===== config.mk =====
export PLATFORM = sky130hd
export DESIGN_NAME = ipt_walker
export DESIGN_NICKNAME = d
export VERILOG_FILES = /design/src/rtl/ipt_pkg.sv /design/src/rtl/ipt_sram.sv /design/src/rtl/ipt_anchor_table.sv /design/src/rtl/ipt_walk_fsm.sv /design/src/rtl/ipt_walker.sv
export SDC_FILE = /design/constraint.sdc
export NUM_CORES = 2
export LEC_CHECK = 0
export CAP_MARGIN = 10
export CORE_ASPECT_RATIO = 1.2
export CORE_MARGIN = 2
export CORE_UTILIZATION = 30
export CTS_BUF_LIST = sky130_fd_sc_hd__clkbuf_4
export DETAILED_ROUTE_END_ITERATION = 10
export DONT_BUFFER_PORTS = 1
export PLACE_DENSITY = 0.45
export SYNTH_ARGS = -nofsm -noshare
export SYNTH_HDL_FRONTEND = slang
export SYNTH_SLANG_ARGS = --single-unit

===== constraint.sdc =====
create_clock -name clk -period 5.1 [get_ports clk]
set_input_delay 0.765 -clock clk [delete_from_list [all_inputs] [get_ports clk]]
set_output_delay 0.765 -clock clk [all_outputs]
set_load 0.02 [all_outputs]

===== src/rtl/ipt_pkg.sv =====
package ipt_pkg;

  typedef enum logic [2:0] {
    WS_IDLE    = 3'd0,
    WS_ANCHOR  = 3'd1,
    WS_ROW     = 3'd2,
    WS_COMPARE = 3'd3,
    WS_DONE    = 3'd4,
    WS_FAULT   = 3'd5
  } walk_state_e;

endpackage


===== src/rtl/ipt_sram.sv =====
module ipt_sram #(
  parameter int WIDTH = 8,
  parameter int DEPTH = 64,
  localparam int AW   = $clog2(DEPTH)
) (
  input  logic             clk,
  input  logic             we,
  input  logic [AW-1:0]    waddr,
  input  logic [WIDTH-1:0] wdata,
  input  logic [AW-1:0]    raddr,
  output logic [WIDTH-1:0] rdata
);

  logic [WIDTH-1:0] mem [DEPTH];

  always_ff @(posedge clk) begin
    if (we) mem[waddr] <= wdata;
    rdata <= mem[raddr];
  end

endmodule


===== src/rtl/ipt_anchor_table.sv =====
module ipt_anchor_table #(
  parameter int HASH_W = 6,
  parameter int IDX_W  = 6,
  localparam int DEPTH = 1 << HASH_W
) (
  input  logic              clk,
  input  logic              rst_n,
  input  logic              we,
  input  logic [HASH_W-1:0] waddr,
  input  logic              wvalid,
  input  logic [IDX_W-1:0]  widx,
  input  logic [HASH_W-1:0] raddr,
  output logic              rvalid,
  output logic [IDX_W-1:0]  ridx
);

  // Occupancy flags live in flops so that reset empties every bucket.
  logic [DEPTH-1:0] occ_q;

  always_ff @(posedge clk or negedge rst_n) begin
    if (!rst_n) begin
      occ_q  <= '0;
      rvalid <= 1'b0;
    end else begin
      if (we) occ_q[waddr] <= wvalid;
      rvalid <= occ_q[raddr];
    end
  end

  ipt_sram #(.WIDTH(IDX_W), .DEPTH(DEPTH)) u_head (
    .clk   (clk),
    .we    (we),
    .waddr (waddr),
    .wdata (widx),
    .raddr (raddr),
    .rdata (ridx)
  );

endmodule


===== src/rtl/ipt_walk_fsm.sv =====
module ipt_walk_fsm
  import ipt_pkg::*;
#(
  parameter int VPN_W  = 20,
  parameter int PID_W  = 8,
  parameter int PPN_W  = 6,
  parameter int FRAMES = 64,
  parameter int HASH_W = 6,
  localparam int FRAME_W = $clog2(FRAMES),
  localparam int STEP_W  = $clog2(FRAMES + 1)
) (
  input  logic               clk,
  input  logic               rst_n,
  input  logic               req_valid,
  input  logic [VPN_W-1:0]   req_vpn,
  input  logic [PID_W-1:0]   req_pid,
  output logic               req_ready,
  output logic [HASH_W-1:0]  anc_raddr,
  input  logic               anc_rvalid,
  input  logic [FRAME_W-1:0] anc_ridx,
  output logic [FRAME_W-1:0] row_raddr,
  input  logic [VPN_W-1:0]   row_rvpn,
  input  logic [PID_W-1:0]   row_rpid,
  input  logic [PPN_W-1:0]   row_rppn,
  input  logic               row_rlink_valid,
  input  logic [FRAME_W-1:0] row_rlink,
  output logic               resp_valid,
  output logic               resp_fault,
  output logic [FRAME_W-1:0] resp_frame,
  output logic [PPN_W-1:0]   resp_ppn,
  output logic               ev_accept,
  output logic               ev_anchor_miss,
  output logic               ev_row_hit,
  output logic               ev_chain_end,
  output logic               ev_step_limit,
  output logic [STEP_W-1:0]  step_cnt
);

  localparam int KEY_W = VPN_W + PID_W;
  localparam logic [STEP_W-1:0] STEP_MAX = STEP_W'(FRAMES);

  // Fold the key bit by bit onto HASH_W positions: bit i lands on i mod HASH_W.
  function automatic logic [HASH_W-1:0] fold_key(input logic [VPN_W-1:0] v,
                                                 input logic [PID_W-1:0] p);
    logic [KEY_W-1:0]  k;
    logic [HASH_W-1:0] h;
    k = {p, v};
    h = '0;
    for (int i = 0; i < KEY_W; i++) h[i % HASH_W] = h[i % HASH_W] ^ k[i];
    return h;
  endfunction

  walk_state_e state_q, state_d;

  logic [VPN_W-1:0]   want_vpn_q;
  logic [PID_W-1:0]   want_pid_q;
  logic [FRAME_W-1:0] cur_idx_q;
  logic [VPN_W-1:0]   cur_vpn_q;
  logic [PID_W-1:0]   cur_pid_q;
  logic [PPN_W-1:0]   cur_ppn_q;
  logic               cur_lv_q;
  logic [FRAME_W-1:0] cur_link_q;
  logic [STEP_W-1:0]  step_q;
  logic               tag_match;

  assign tag_match = (cur_vpn_q == want_vpn_q) && (cur_pid_q == want_pid_q);

  assign req_ready      = (state_q == WS_IDLE);
  assign ev_accept      = req_ready && req_valid;
  assign ev_anchor_miss = (state_q == WS_ANCHOR) && !anc_rvalid;
  assign ev_row_hit     = (state_q == WS_COMPARE) && tag_match;
  assign ev_chain_end   = (state_q == WS_COMPARE) && !tag_match && !cur_lv_q;
  assign ev_step_limit  = (state_q == WS_COMPARE) && !tag_match && cur_lv_q &&
                          (step_q == STEP_MAX);

  assign anc_raddr = fold_key(req_vpn, req_pid);
  assign row_raddr = (state_q == WS_ANCHOR) ? anc_ridx : cur_link_q;

  always_comb begin
    state_d = state_q;
    unique case (state_q)
      WS_IDLE:    if (req_valid) state_d = WS_ANCHOR;
      WS_ANCHOR:  state_d = anc_rvalid ? WS_ROW : WS_FAULT;
      WS_ROW:     state_d = WS_COMPARE;
      WS_COMPARE: begin
        if (ev_row_hit)                        state_d = WS_DONE;
        else if (ev_chain_end || ev_step_limit) state_d = WS_FAULT;
        else                                   state_d = WS_ROW;
      end
      WS_DONE, WS_FAULT: state_d = WS_IDLE;
      default:    state_d = WS_IDLE;
    endcase
  end

  always_ff @(posedge clk or negedge rst_n) begin
    if (!rst_n) begin
      state_q    <= WS_IDLE;
      want_vpn_q <= '0;
      want_pid_q <= '0;
      cur_idx_q  <= '0;
      cur_vpn_q  <= '0;
      cur_pid_q  <= '0;
      cur_ppn_q  <= '0;
      cur_lv_q   <= 1'b0;
      cur_link_q <= '0;
      step_q     <= '0;
    end else begin
      state_q <= state_d;
      unique case (state_q)
        WS_IDLE: if (req_valid) begin
          want_vpn_q <= req_vpn;
          want_pid_q <= req_pid;
          step_q     <= '0;
        end
        WS_ANCHOR: cur_idx_q <= anc_ridx;
        WS_ROW: begin
          cur_vpn_q  <= row_rvpn;
          cur_pid_q  <= row_rpid;
          cur_ppn_q  <= row_rppn;
          cur_lv_q   <= row_rlink_valid;
          cur_link_q <= row_rlink;
          step_q     <= step_q + 1'b1;
        end
        WS_COMPARE: if (state_d == WS_ROW) cur_idx_q <= cur_link_q;
        default: ;
      endcase
    end
  end

  assign resp_valid = (state_q == WS_DONE) || (state_q == WS_FAULT);
  assign resp_fault = (state_q == WS_FAULT);
  assign resp_frame = cur_idx_q;
  assign resp_ppn   = cur_ppn_q;
  assign step_cnt   = step_q;

endmodule


===== src/rtl/ipt_walker.sv =====
module ipt_walker #(
  parameter int VPN_W  = 20,
  parameter int PID_W  = 8,
  parameter int OFF_W  = 12,
  parameter int PPN_W  = 6,
  parameter int FRAMES = 64,
  parameter int HASH_W = 6,
  localparam int VA_W    = VPN_W + OFF_W,
  localparam int FRAME_W = $clog2(FRAMES),
  localparam int STEP_W  = $clog2(FRAMES + 1),
  localparam int ROW_W   = VPN_W + PID_W + PPN_W + 1 + FRAME_W
) (
  input  logic               clk,
  input  logic               rst_n,
  input  logic               req_valid,
  input  logic [VA_W-1:0]    req_vaddr,
  input  logic [PID_W-1:0]   req_pid,
  output logic               req_ready,
  output logic               resp_valid,
  output logic               resp_fault,
  output logic [FRAME_W-1:0] resp_frame,
  output logic [PPN_W-1:0]   resp_ppn,
  output logic [PPN_W+OFF_W-1:0] resp_paddr,
  input  logic               anc_we,
  input  logic [HASH_W-1:0]  anc_waddr,
  input  logic               anc_wvalid,
  input  logic [FRAME_W-1:0] anc_wrow,
  input  logic               row_we,
  input  logic [FRAME_W-1:0] row_waddr,
  input  logic [VPN_W-1:0]   row_wvpn,
  input  logic [PID_W-1:0]   row_wpid,
  input  logic [PPN_W-1:0]   row_wppn,
  input  logic               row_wlink_valid,
  input  logic [FRAME_W-1:0] row_wlink
);

  logic [VPN_W-1:0]   req_vpn;
  logic [OFF_W-1:0]   req_off;
  logic [OFF_W-1:0]   off_q;
  logic [HASH_W-1:0]  anc_raddr;
  logic               anc_rvalid;
  logic [FRAME_W-1:0] anc_ridx;
  logic [FRAME_W-1:0] row_raddr;
  logic [ROW_W-1:0]   row_rdata;
  logic [ROW_W-1:0]   row_wdata;
  logic [VPN_W-1:0]   row_rvpn;
  logic [PID_W-1:0]   row_rpid;
  logic [PPN_W-1:0]   row_rppn;
  logic               row_rlink_valid;
  logic [FRAME_W-1:0] row_rlink;

  // Internal events, named for the checker.
  logic               ev_accept;
  logic               ev_anchor_miss;
  logic               ev_row_hit;
  logic               ev_chain_end;
  logic               ev_step_limit;
  logic [STEP_W-1:0]  step_cnt;

  assign req_vpn = req_vaddr[VA_W-1:OFF_W];
  assign req_off = req_vaddr[OFF_W-1:0];

  // The offset bypasses the lookup and joins the result at the end.
  always_ff @(posedge clk or negedge rst_n) begin
    if (!rst_n)         off_q <= '0;
    else if (ev_accept) off_q <= req_off;
  end

  assign row_wdata = {row_wvpn, row_wpid, row_wppn, row_wlink_valid, row_wlink};
  assign {row_rvpn, row_rpid, row_rppn, row_rlink_valid, row_rlink} = row_rdata;

  ipt_anchor_table #(.HASH_W(HASH_W), .IDX_W(FRAME_W)) u_anchor (
    .clk    (clk),
    .rst_n  (rst_n),
    .we     (anc_we),
    .waddr  (anc_waddr),
    .wvalid (anc_wvalid),
    .widx   (anc_wrow),
    .raddr  (anc_raddr),
    .rvalid (anc_rvalid),
    .ridx   (anc_ridx)
  );

  ipt_sram #(.WIDTH(ROW_W), .DEPTH(FRAMES)) u_rows (
    .clk   (clk),
    .we    (row_we),
    .waddr (row_waddr),
    .wdata (row_wdata),
    .raddr (row_raddr),
    .rdata (row_rdata)
  );

  ipt_walk_fsm #(
    .VPN_W(VPN_W), .PID_W(PID_W), .PPN_W(PPN_W),
    .FRAMES(FRAMES), .HASH_W(HASH_W)
  ) u_fsm (
    .clk             (clk),
    .rst_n           (rst_n),
    .req_valid       (req_valid),
    .req_vpn         (req_vpn),
    .req_pid         (req_pid),
    .req_ready       (req_ready),
    .anc_raddr       (anc_raddr),
    .anc_rvalid      (anc_rvalid),
    .anc_ridx        (anc_ridx),
    .row_raddr       (row_raddr),
    .row_rvpn        (row_rvpn),
    .row_rpid        (row_rpid),
    .row_rppn        (row_rppn),
    .row_rlink_valid (row_rlink_valid),
    .row_rlink       (row_rlink),
    .resp_valid      (resp_valid),
    .resp_fault      (resp_fault),
    .resp_frame      (resp_frame),
    .resp_ppn        (resp_ppn),
    .ev_accept       (ev_accept),
    .ev_anchor_miss  (ev_anchor_miss),
    .ev_row_hit      (ev_row_hit),
    .ev_chain_end    (ev_chain_end),
    .ev_step_limit   (ev_step_limit),
    .step_cnt        (step_cnt)
  );

  assign resp_paddr = {resp_ppn, off_q};

endmodule


==> impl_metrics.json <==
{
  "status": "complete, no violations",
  "route.detailed.drc": 0,
  "root_buffer": "clkbuf_4",
  "synth.net_count": 6217,
  "start_util": 0.301,
  "overflow": 0,
  "setup-violations-final": 0,
  "crit_start": "u_fsm.state_q[0]",
  "crit_fanout": 34,
  "synthAdderAreaFrac": 0.000204,
  "clk_pin_slew_ps": 70,
  "area_delta_synth_final_pct": 19.0,
  "powerDensity_nw_per_um2": 523,
  "synth_ff_type": "edfxtp_1",
  "slew_viol_final": 0,
  "finish.instance_area_um2": 146000,
  "grt_pass1_vias": 69829,
  "final.setup_skew_ps": 143,
  "core_um2": 407000,
  "netlist.area_leader.share": 0.737,
  "hold_class": "in -> reg",
  "yosysSeqAreaShare": 0.778,
  "clkSinkCount": 3217,
  "antenna_found_initial": 45,
  "hold_viol": 0,
  "die-area_um2": 414000,
  "die_w_um": 587,
  "clock_path_buffers": 4,
  "synth.avg_cell_area_um2": 20.1,
  "cts_tree": "yes",
  "fin_tns_setup_ps": 0,
  "final_cell_mix": "edfxtp_1, clkbuf_4, mux4_2",
  "cp.required_ps": 6590,
  "final_common_cell": "edfxtp_1",
  "cp-end-kind": "register",
  "max_cap_violations": 0,
  "ys_types": 47,
  "gp_congestion": 0.792,
  "async_flop_share": 0.0504,
  "start_kind": "register",
  "fill_cells": 38407,
  "vias": 66930,
  "dieHeight_um": 704,
  "io_pins": 138,
  "regToRegStartpoint": "u_fsm.state_q[0]",
  "instances_no_fill": 13170,
  "yosys.area_share.simple": 0.0365,
  "synth.area.top_cells": "edfxtp_1, mux4_2, dfrtp_1, a22oi_1, nand2_1",
  "tightest_slew_ps": 1120,
  "layout-drive-gt1-share": 0.317,
  "grt_max_degree": 163,
  "synth_compound_area_frac": 0.0370,
  "rsz0062_at_grt": "false",
  "maxSlewHeadroom": 0.251,
  "first_iter_violations": 6491,
  "critical_path_arrival_ps": 5630,
  "finalPower_mw": 76.2,
  "fin_util": 0.358,
  "cts_made_buffers": 816,
  "grt_first_pass_wirelength_um": 550000,
  "drtPass1Iterations": 5,
  "nets": 7170,
  "dp_hpwl_um": 215000,
  "track_usage": 0.188,
  "hold-path-cell-count": 2,
  "synth_edf_count": 3008,
  "hold_ws_ps": 222,
  "io_buffers": 0,
  "leakagePower_nw": 47.7,
  "synth_top_area_cell": "edfxtp_1",
  "wl_per_cell_um": 30.2,
  "dp_worst_setup_slack_ps": 1160,
  "yosys_warnings": 0,
  "synth_top_family_by_area": "multiplexers",
  "clk_latency_ps": 1610,
  "reg2reg_depth": 7,
  "num_rows": 257,
  "synthesis.instances": 6110,
  "final.period_utilization": 0.813,
  "post_dp_cell_area_um2": 131000,
  "synthXorXnorAreaFrac": 0.00387,
  "synthMuxAreaShare": 0.131,
  "fmax_ghz": 0.241,
  "peakVddDrop_v": 0.000691,
  "htree_levels": 6,
  "min-delay-start": "anc_wrow[5]",
  "path_class": "reg -> reg",
  "dp_cells": 11416,
  "ys_seq_elements": 3217,
  "postRouteAntennaNets": 0,
  "vias_per_cell": 5.08,
  "syn_area_um2": 123000,
  "min_period_ps": 4150,
  "finalWirelength_um": 397000,
  "layout_setup_ws_ps": 952
}
-- timing repair --
action | in CTS | in global routing
buffers inserted | 0 | 0
endpoints found under the hold margin | 4321 | 0
resized for setup | 0 | 0
hold buffers | 268 | 0
-- report_power, final --
| part | switching, mW | internal, mW | leakage [nW] |
|---|---|---|---|
| Clock | 10.7 | 11.7 | 6.39 |
| Combinational | 12.8 | 10.2 | 11.8 |
| Sequential | 1.12 | 29.6 | 29.5 |
| Total | 24.6 | 51.6 | 47.7 |
-- cell families after synthesis --
family                   Yosys count
AO/OA/AOI/OAI                    688
XOR/XNOR                          51
adder cells (fa/ha/maj)            2
buffers and inverters            361
flip-flops                      3217
multiplexers                     763
AND/OR/NAND/NOR                 1028
-- synthesized netlist by cell type, drive strengths merged (3+ instances only) --
master,instances
nor2b,11
nor3,13
nor3b,4
nor4,6
nand3b,6
or3,4
inv,4
xor2,22
a211oi,13
mux2i,29
mux2,64
o22ai,32
a21oi,188
o21ai,24
and3,64
o221ai,12
nand2,632
dfxtp,47
buf,180
nor2,144
o31ai,10
or3b,3
nand2b,13
nand3,71
a22o,6
o211ai,3
clkbuf,177
a22oi,328
a31oi,70
edfxtp,3008
nand4,10
mux4,670
and2,3
or4,41
dfrtp,162
xnor2,27
-- critical path: stages, from the launching register on --
cell and delay (ps):
dfrtp_1 490, nor3_2 830, and2_2 900, buf_4 370, nand2_1 160, dlygate4sd3_1 670, nand2_1 100, dlygate4sd3_1 550
-- sequential cells by signal, indices dropped and copies added (netlist names) --
register	count
u_anchor.u_head.mem	384
u_rows.mem	2624
u_fsm.want_pid_q	8
u_fsm.cur_vpn_q	20
off_q	12
u_fsm.cur_pid_q	8
u_anchor.rvalid	1
u_anchor.occ_q	64
u_fsm.step_cnt	7
u_fsm.resp_ppn	6
u_fsm.want_vpn_q	20
u_anchor.u_head.rdata	6
u_fsm.cur_link_q	6
u_fsm.resp_frame	6
u_fsm.state_q	3
u_rows.rdata	41
u_fsm.cur_lv_q	1
-- routing by layer --
layer	GRT usage	up-vias	share of wire	wire length [um]
met4	0.0482	20	0.021	8430
met3	0.0372	556	0.067	26500
met1	0.247	36270	0.41	164000
li1	-	27542	-	-
met5	0	-	0.00034	137
met2	0.319	2542	0.50	198000
-- area by class of cell --
class / instances / area, um2 / area share
Sequential cell: 3217 / 95300 / 0.654
Clock buffer: 1270 / 9530 / 0.0654
Clock inverter: 193 / 1200 / 0.00823
Tap cell: 5439 / 6810 / 0.0467
Multi-Input combinational cell: 2532 / 26300 / 0.180
Timing Repair Buffer: 492 / 6540 / 0.0449
Antenna cell: 23 / 57.6 / 0.000395
Inverter: 4 / 15.0 / 0.000103
-- path summary, 6_finish.rpt --
| kind | end | slack [ps] |
|---|---|---|
| setup / recovery | u_fsm.want_pid_q[1] | 950 |
| hold / removal | u_anchor.u_head.mem[46][5] | 220 |
| setup reg to reg | u_fsm.want_pid_q[1] | 950 |
| hold reg to reg | u_fsm.resp_ppn[4] | 440 |
| max in group asynchronous | u_anchor.occ_q[23] | 3680 |
| min in group asynchronous | u_anchor.occ_q[48] | 460 |
Power figures use the tool's default switching activity.
